<file path="src/rtl/ppseq_pkg.sv">
package ppseq_pkg;
  typedef enum logic [1:0] {PH_IDLE = 2'd0, PH_ALE = 2'd1, PH_DATA = 2'd2} phase_t;

  localparam logic [2:0] RA_CTRL  = 3'd0;
  localparam logic [2:0] RA_EADDR = 3'd1;
  localparam logic [2:0] RA_ESTEP = 3'd2;
  localparam logic [2:0] RA_TX    = 3'd3;
  localparam logic [2:0] RA_RX    = 3'd4;
  localparam logic [2:0] RA_STAT  = 3'd5;

  localparam int ALE_PCLKS = 3;
endpackage

</file>
<file path="src/rtl/ppseq_timer.sv">
module ppseq_timer
  import ppseq_pkg::*;
#(
  parameter int DUR_W = 4
) (
  input  logic             clk,
  input  logic             rst_n,
  input  logic             start_i,
  input  logic [DUR_W-1:0] dur_i,
  input  logic             bhold_i,
  output phase_t           phase_o,
  output logic             done_o
);
  localparam int CW = DUR_W + 1;

  phase_t        phase_q, phase_d;
  logic          half_q, half_d;
  logic [CW-1:0] cnt_q, cnt_d;
  logic [CW-1:0] len_q, len_d;
  logic [CW-1:0] eff_len;

  // zero duration still gives one strobe period
  assign eff_len = ((dur_i == '0) ? CW'(1) : CW'(dur_i)) + CW'(bhold_i);

  always_comb begin
    phase_d = phase_q;
    half_d  = half_q;
    cnt_d   = cnt_q;
    len_d   = len_q;
    done_o  = 1'b0;
    case (phase_q)
      PH_IDLE: begin
        if (start_i) begin
          phase_d = PH_ALE;
          half_d  = 1'b0;
          cnt_d   = '0;
          len_d   = eff_len;
        end
      end
      PH_ALE: begin
        half_d = ~half_q;
        if (half_q) begin
          if (cnt_q == CW'(ALE_PCLKS - 1)) begin
            phase_d = PH_DATA;
            cnt_d   = '0;
          end else begin
            cnt_d = cnt_q + CW'(1);
          end
        end
      end
      PH_DATA: begin
        half_d = ~half_q;
        if (half_q) begin
          if (cnt_q == len_q - CW'(1)) begin
            phase_d = PH_IDLE;
            done_o  = 1'b1;
          end else begin
            cnt_d = cnt_q + CW'(1);
          end
        end
      end
      default: phase_d = PH_IDLE;
    endcase
  end

  always_ff @(posedge clk or negedge rst_n) begin
    if (!rst_n) begin
      phase_q <= PH_IDLE;
      half_q  <= 1'b0;
      cnt_q   <= '0;
      len_q   <= '0;
    end else begin
      phase_q <= phase_d;
      half_q  <= half_d;
      cnt_q   <= cnt_d;
      len_q   <= len_d;
    end
  end

  assign phase_o = phase_q;
endmodule

</file>
<file path="src/rtl/ppseq_regs.sv">
module ppseq_regs
  import ppseq_pkg::*;
#(
  parameter int DW    = 16,
  parameter int DUR_W = 4
) (
  input  logic             clk,
  input  logic             rst_n,
  input  logic             wr_acc_i,
  input  logic [2:0]       wr_addr_i,
  input  logic [DW-1:0]    wr_data_i,
  input  logic [2:0]       rd_addr_i,
  output logic [DW-1:0]    rd_data_o,
  input  logic             busy_i,
  input  logic             done_i,
  input  logic             rx_we_i,
  input  logic [DW-1:0]    rx_data_i,
  output logic             en_o,
  output logic             dir_tx_o,
  output logic [DUR_W-1:0] dur_o,
  output logic             bhold_o,
  output logic [DW-1:0]    eaddr_o,
  output logic [DW-1:0]    tx_o
);
  localparam int CTL_W = DUR_W + 3;

  logic [CTL_W-1:0] ctrl_q, ctrl_d;
  logic [DW-1:0]    eaddr_q, eaddr_d;
  logic [DW-1:0]    estep_q, estep_d;
  logic [DW-1:0]    tx_q, tx_d;
  logic [DW-1:0]    rx_q, rx_d;

  always_comb begin
    ctrl_d  = ctrl_q;
    eaddr_d = eaddr_q;
    estep_d = estep_q;
    tx_d    = tx_q;
    rx_d    = rx_q;
    if (done_i) eaddr_d = eaddr_q + estep_q;
    if (rx_we_i) rx_d = rx_data_i;
    if (wr_acc_i) begin
      case (wr_addr_i)
        RA_CTRL:  ctrl_d  = wr_data_i[CTL_W-1:0];
        RA_EADDR: eaddr_d = wr_data_i;
        RA_ESTEP: estep_d = wr_data_i;
        RA_TX:    tx_d    = wr_data_i;
        default:  ;
      endcase
    end
  end

  always_ff @(posedge clk or negedge rst_n) begin
    if (!rst_n) begin
      ctrl_q  <= '0;
      eaddr_q <= '0;
      estep_q <= '0;
      tx_q    <= '0;
      rx_q    <= '0;
    end else begin
      ctrl_q  <= ctrl_d;
      eaddr_q <= eaddr_d;
      estep_q <= estep_d;
      tx_q    <= tx_d;
      rx_q    <= rx_d;
    end
  end

  always_comb begin
    case (rd_addr_i)
      RA_CTRL:  rd_data_o = DW'(ctrl_q);
      RA_EADDR: rd_data_o = eaddr_q;
      RA_ESTEP: rd_data_o = estep_q;
      RA_TX:    rd_data_o = tx_q;
      RA_RX:    rd_data_o = rx_q;
      RA_STAT:  rd_data_o = DW'(busy_i);
      default:  rd_data_o = '0;
    endcase
  end

  assign en_o     = ctrl_q[0];
  assign dir_tx_o = ctrl_q[1];
  assign dur_o    = ctrl_q[2 +: DUR_W];
  assign bhold_o  = ctrl_q[2 + DUR_W];
  assign eaddr_o  = eaddr_q;
  assign tx_o     = tx_q;
endmodule

</file>
<file path="src/rtl/ppseq_top.sv">
module ppseq_top
  import ppseq_pkg::*;
#(
  parameter int DW    = 16,
  parameter int DUR_W = 4
) (
  input  logic          clk,
  input  logic          rst_n,
  input  logic          chain_busy_i,
  input  logic          reg_wr_en_i,
  input  logic [2:0]    reg_wr_addr_i,
  input  logic [DW-1:0] reg_wr_data_i,
  output logic          reg_wr_ready_o,
  input  logic          reg_rd_en_i,
  input  logic [2:0]    reg_rd_addr_i,
  output logic [DW-1:0] reg_rd_data_o,
  output logic          busy_o,
  output logic [DW-1:0] ad_o,
  output logic          ad_oe_o,
  input  logic [DW-1:0] ad_i,
  output logic          ale_o,
  output logic          rd_n_o,
  output logic          wr_n_o
);
  phase_t           phase;
  logic             done;
  logic             en, dir_tx, bhold;
  logic [DUR_W-1:0] dur;
  logic [DW-1:0]    eaddr, txw;
  logic             wr_acc, tx_go, rx_go, start;
  logic [DW-1:0]    addr_snap_q;
  logic             dir_snap_q;

  assign busy_o         = (phase != PH_IDLE);
  assign reg_wr_ready_o = !chain_busy_i && !(busy_o && reg_wr_addr_i == RA_TX);
  assign wr_acc         = reg_wr_en_i && reg_wr_ready_o;
  assign tx_go          = wr_acc && reg_wr_addr_i == RA_TX && en && dir_tx;
  assign rx_go          = reg_rd_en_i && reg_rd_addr_i == RA_RX && en && !dir_tx && !busy_o;
  assign start          = (tx_go || rx_go) && !busy_o;

  ppseq_regs #(.DW(DW), .DUR_W(DUR_W)) u_regs (
    .clk       (clk),
    .rst_n     (rst_n),
    .wr_acc_i  (wr_acc),
    .wr_addr_i (reg_wr_addr_i),
    .wr_data_i (reg_wr_data_i),
    .rd_addr_i (reg_rd_addr_i),
    .rd_data_o (reg_rd_data_o),
    .busy_i    (busy_o),
    .done_i    (done),
    .rx_we_i   (done && !dir_snap_q),
    .rx_data_i (ad_i),
    .en_o      (en),
    .dir_tx_o  (dir_tx),
    .dur_o     (dur),
    .bhold_o   (bhold),
    .eaddr_o   (eaddr),
    .tx_o      (txw)
  );

  ppseq_timer #(.DUR_W(DUR_W)) u_timer (
    .clk     (clk),
    .rst_n   (rst_n),
    .start_i (start),
    .dur_i   (dur),
    .bhold_i (bhold),
    .phase_o (phase),
    .done_o  (done)
  );

  // address and direction are frozen for the whole access
  always_ff @(posedge clk or negedge rst_n) begin
    if (!rst_n) begin
      addr_snap_q <= '0;
      dir_snap_q  <= 1'b0;
    end else if (start) begin
      addr_snap_q <= eaddr;
      dir_snap_q  <= dir_tx;
    end
  end

  assign ale_o   = (phase == PH_ALE);
  assign wr_n_o  = !(phase == PH_DATA && dir_snap_q);
  assign rd_n_o  = !(phase == PH_DATA && !dir_snap_q);
  assign ad_oe_o = ale_o || !wr_n_o;
  assign ad_o    = ale_o ? addr_snap_q : txw;
endmodule

</file>
<file path="config.mk">
export PLATFORM = sky130hd
export DESIGN_NAME = ppseq_top
export DESIGN_NICKNAME = d
export VERILOG_FILES = /design/src/rtl/ppseq_pkg.sv /design/src/rtl/ppseq_timer.sv /design/src/rtl/ppseq_regs.sv /design/src/rtl/ppseq_top.sv
export SDC_FILE = /design/constraint.sdc
export NUM_CORES = 1
export LEC_CHECK = 0
export ABC_CLOCK_PERIOD_IN_PS = 7300
export BUFFER_PORTS_ARGS = -buffer_cell sky130_fd_sc_hd__buf_4
export CAP_MARGIN = 40
export CORE_UTILIZATION = 52
export DETAILED_ROUTE_END_ITERATION = 10
export PLACE_DENSITY = 0.77
export SYNTH_ARGS = -nofsm -noshare
export SYNTH_HDL_FRONTEND = slang
export SYNTH_HIERARCHICAL = 1
export SYNTH_SLANG_ARGS = --single-unit
</file>
<file path="constraint.sdc">
create_clock -name clk -period 7.3 [get_ports clk]
set_input_delay 0.365 -clock clk [delete_from_list [all_inputs] [get_ports clk]]
set_output_delay 0.365 -clock clk [all_outputs]
set_load 0.02 [all_outputs]
</file>
==> reports/metrics.csv <==
metric;value;unit
Area Growth Syn to Fin;18.6;%
PortBufs;80;
CTS Buf Count;9;
Antenna Violating Nets Remaining;0;
Reg2Reg Depth;10;
Post-Syn Area per Cell;11.1;µm²
Setup Skew;0.00538;ns
compound-cell area share of the yosys netlist;0.123;
Reg clk slew, reported paths;0.07;ns
placed wire-length estimate;10700;µm
area leader, netlist;dfrtp_1;
WP data required;7.54;ns
post-synthesis mux area share;0.239;
Overall Power;2.33;mW
slack of the critical path;3.85;ns
drt drc;0;
Synth top area share;0.422;
final setup fails;0;
register cell area after layout;0.00253;mm²
Mapped Area;0.00599;mm²
Initial Util;0.543;
Core Rows;38;
share of power burned in registers;0.347;
routed vias/inst;5.99;
placer's final routability congestion estimate;0.876;
fraction of layout cells with a size suffix above 1;0.361;
Post-synth EDFFs;0;
met3 WL;948;µm
Hold EP;u_regs/rx_q[11]$_DFFE_PN0P_;
Die Span Y;109;µm
Arrival @ worst endpoint;3.69;ns
kind of critical path;flop to flop;
Max clock buf depth;2;
VDD IR max;0.000260;V
Post-Synth Simple-Gate Area;0.109;
endpoints failing hold;0;
final wirelength;14600;µm
Int Power;1.47;mW
adder-cell area share of the yosys netlist;0.0535;
ys async rst share;1.00;
Mapped Cells;540;
Gate power share;0.432;
routed wl met2;6720;µm
unrepaired setup endpoints after global routing;false;
Multi-input gate area;0.00331;mm²
Hold Crit Start;ad_i[11];
Total Routing Usage GR;0.260;
fill count;880;
Max-Cap Viols;0;
Worst setup EP type;flop;
Skew-Pair Late Insertion Delay;0.35;ns
crit-path max FO;24;
worst r2r src;u_timer/len_q[0]$_DFFE_PN0P_;
Worst Hold Class;primary input to flop;
most frequent CP cell;buf_4;
Synth Flop Type;dfrtp_1;
switching part of the total;0.370;
worst rel slew slack;0.373;
main combinational cell family by area after synthesis;multiplexers;
Power Density;328;mW/mm²
first-pass GRT wire length;23400;µm
# H-tree levels;3;
setup slack at placement;3.88;ns
Post-Syn Nets;608;
Worst R2R Setup Slack;3.85;ns
clock tree sinks;101;
Core ar.;0.0110;mm²
initial antenna violation count;0;
Slew @ Worst Pin;0.939;ns
largest net degree at the start of global routing;47;
crit path launch type;flop;
CTS tree;done;
Placement Cell Area;0.00678;mm²
FF+latch count, synth;101;
Routed WL per cell;19.2;µm
top cells by area, synth;dfrtp_1 (42%), mux2_2 (17%), ha_1 (5.0%);
post-synthesis sequential area ratio;0.422;
Max Fclk;0.289;GHz
sw power;0.861;mW
Final period util;0.473;
DR top layer;met4;
Post-Synth XOR/XNOR Area;0.0263;
post-route cell area;0.00710;mm²
Initial DRC Count;236;
Die Footprint;0.0120;mm²
Slowest-stage cell, CP;nor2b_1;
DR vias;4573;
Warnings, synthesis;6;
# diodes;0;
Top delay family on crit path;simple AND/OR/NAND/NOR gates;
clock network fraction of total power;0.221;
Clk Tree Root Cell;clkbuf_16;
post-CTS resize count;0;
global route overflow;0;
WL met1;6760;µm
Layout Nets;686;
DRT Pass-1 Iters;5;
post-route setup TNS;0;ns
Critical path buffers and inverters;3;
Unique masters post-synth;59;
crit path cell chain;inv_1 > ha_1 > nand4bb_1 > a211oi_2 > o2111ai_1 > nor2_2 > buf_4 > nor2b_1 > buf_4 > mux2_2;
r2r endpoint;u_regs/rx_q[9]$_DFFE_PN0P_;
hold path depth;2;
Max Slew Vio Count;0;
outcome;finished, final reports clean;
io pins;81;
critical path's largest stage delay;0.80;ns
number of global-route vias before repair;4550;
Tmin final;3.45;ns
die width;109;µm
Leak;3.26;nW
==> cells in the mapped netlist (all sizes together), types with 3 or more instances <==
master and n:
a21oi 21, dfrtp 101, xnor2 12, buf 9, a21o 5, clkbuf 13
o211ai 3, mux4 6, nand3 17, ha 24, nor3 4, and2 3
nor2 20, nor3b 9, a22oi 8, xor2 6, nand2b 7, mux2i 11
nand2 41, nand3b 6, mux2 102, o21bai 3, a31oi 4, inv 18
o21ai 48, nor2b 4, a211oi 5
==> through the flow <==
stage,cells,hold slack [ns],util
floorplan,540,0.0694,-
global placement,741,0.211,0.608
detailed placement,746,0.212,0.615
CTS,763,0.227,0.644
global route,763,0.238,0.644
finish,763,0.239,0.644
==> cells by family (layout without fill, tap and decap cells) <==
family                     after synthesis  count (layout)
AOI/OAI and AO/OA                      115             115
xor gates and xnor gates                18              18
adders and majority gates               25              25
buffers and inverters                   40             123
DFF                                    101             101
muxes                                  119             119
and+or+nand+nor                        122             122
==> cell type report <==
class,count,area share
Multi-Input combinational cell,399,0.466
Sequential cell,101,0.356
Timing Repair Buffer,89,0.0999
Clock buffer,9,0.0317
Tap cell,140,0.0247
Clock inverter,7,0.0127
Inverter,18,0.00951
==> registers in the layout, indices dropped and copies added, names as in the netlist, 2 cells and up <==
register / count
addr_snap_q: 16
u_regs/ctrl_q: 7
u_regs/eaddr_o: 16
u_regs/estep_q: 16
u_regs/rx_q: 16
u_regs/tx_o: 16
u_timer/cnt_q: 5
u_timer/len_q: 5
u_timer/phase_o: 2
==> metal layers <==
layer  global-route usage  vias up
met3               0.0468       20
met1                0.368     2286
li1                     -     2119
met2                0.407      148
met4               0.0838        0
met5                    0        -
==> timing repair <==
item	CTS	global route
hold endpoints to repair	11	0
endpoints found under the setup margin	0	0
buffers inserted	0	0
hold buffers	1	0
==> cell usage in the layout, fill, tap and decap left out, types with 12 or more instances in the layout <==
| cell type | n |
|---|---|
| nor2_1 | 18 |
| ha_1 | 24 |
| mux2_2 | 91 |
| dfrtp_1 | 101 |
| nand2_1 | 41 |
| nand3_1 | 16 |
| o21ai_0 | 48 |
| buf_4 | 84 |
| inv_1 | 18 |
| a21oi_1 | 21 |
| xnor2_1 | 12 |
==> worst register-to-register path, cell delays in order (launching register included) <==
cell and delay, ns:
dfrtp_1 0.41, inv_1 0.07, ha_1 0.21, nand4bb_1 0.14
a211oi_2 0.29, o2111ai_1 0.29, nor2_2 0.15, buf_4 0.31
nor2b_1 0.80, buf_4 0.31, mux2_2 0.34
==> power by group through the flow <==
stage | combinational [mW] | clock (mW) | sequential (mW)
after global placement | 0.965 | 0 | 0.803
after detailed placement | 0.995 | 0 | 0.815
after floorplan | 0.718 | 0 | 0.775
after global routing | 1.10 | 0.544 | 0.825
after CTS | 1.00 | 0.523 | 0.805
final | 1.01 | 0.514 | 0.807
==> worst max-delay path by stage <==
stage / startpoint / slack [ns] / cells after the start / endpoint
2_1_floorplan: u_timer/len_q[0]$_DFFE_PN0P_ / 4.55 / 10 / u_regs/rx_q[10]$_DFFE_PN0P_
3_3_place_gp: u_timer/len_q[0]$_DFFE_PN0P_ / 3.90 / 9 / u_regs/rx_q[10]$_DFFE_PN0P_
5_1_grt: u_timer/len_q[0]$_DFFE_PN0P_ / 3.65 / 10 / u_regs/rx_q[10]$_DFFE_PN0P_
6_report: u_timer/len_q[0]$_DFFE_PN0P_ / 3.85 / 10 / u_regs/rx_q[9]$_DFFE_PN0P_
4_1_cts: u_timer/len_q[0]$_DFFE_PN0P_ / 3.86 / 10 / u_regs/rx_q[13]$_DFFE_PN0P_
3_5_place_dp: u_timer/len_q[0]$_DFFE_PN0P_ / 3.88 / 10 / u_regs/rx_q[12]$_DFFE_PN0P_
Power figures use the tool's default switching activity.
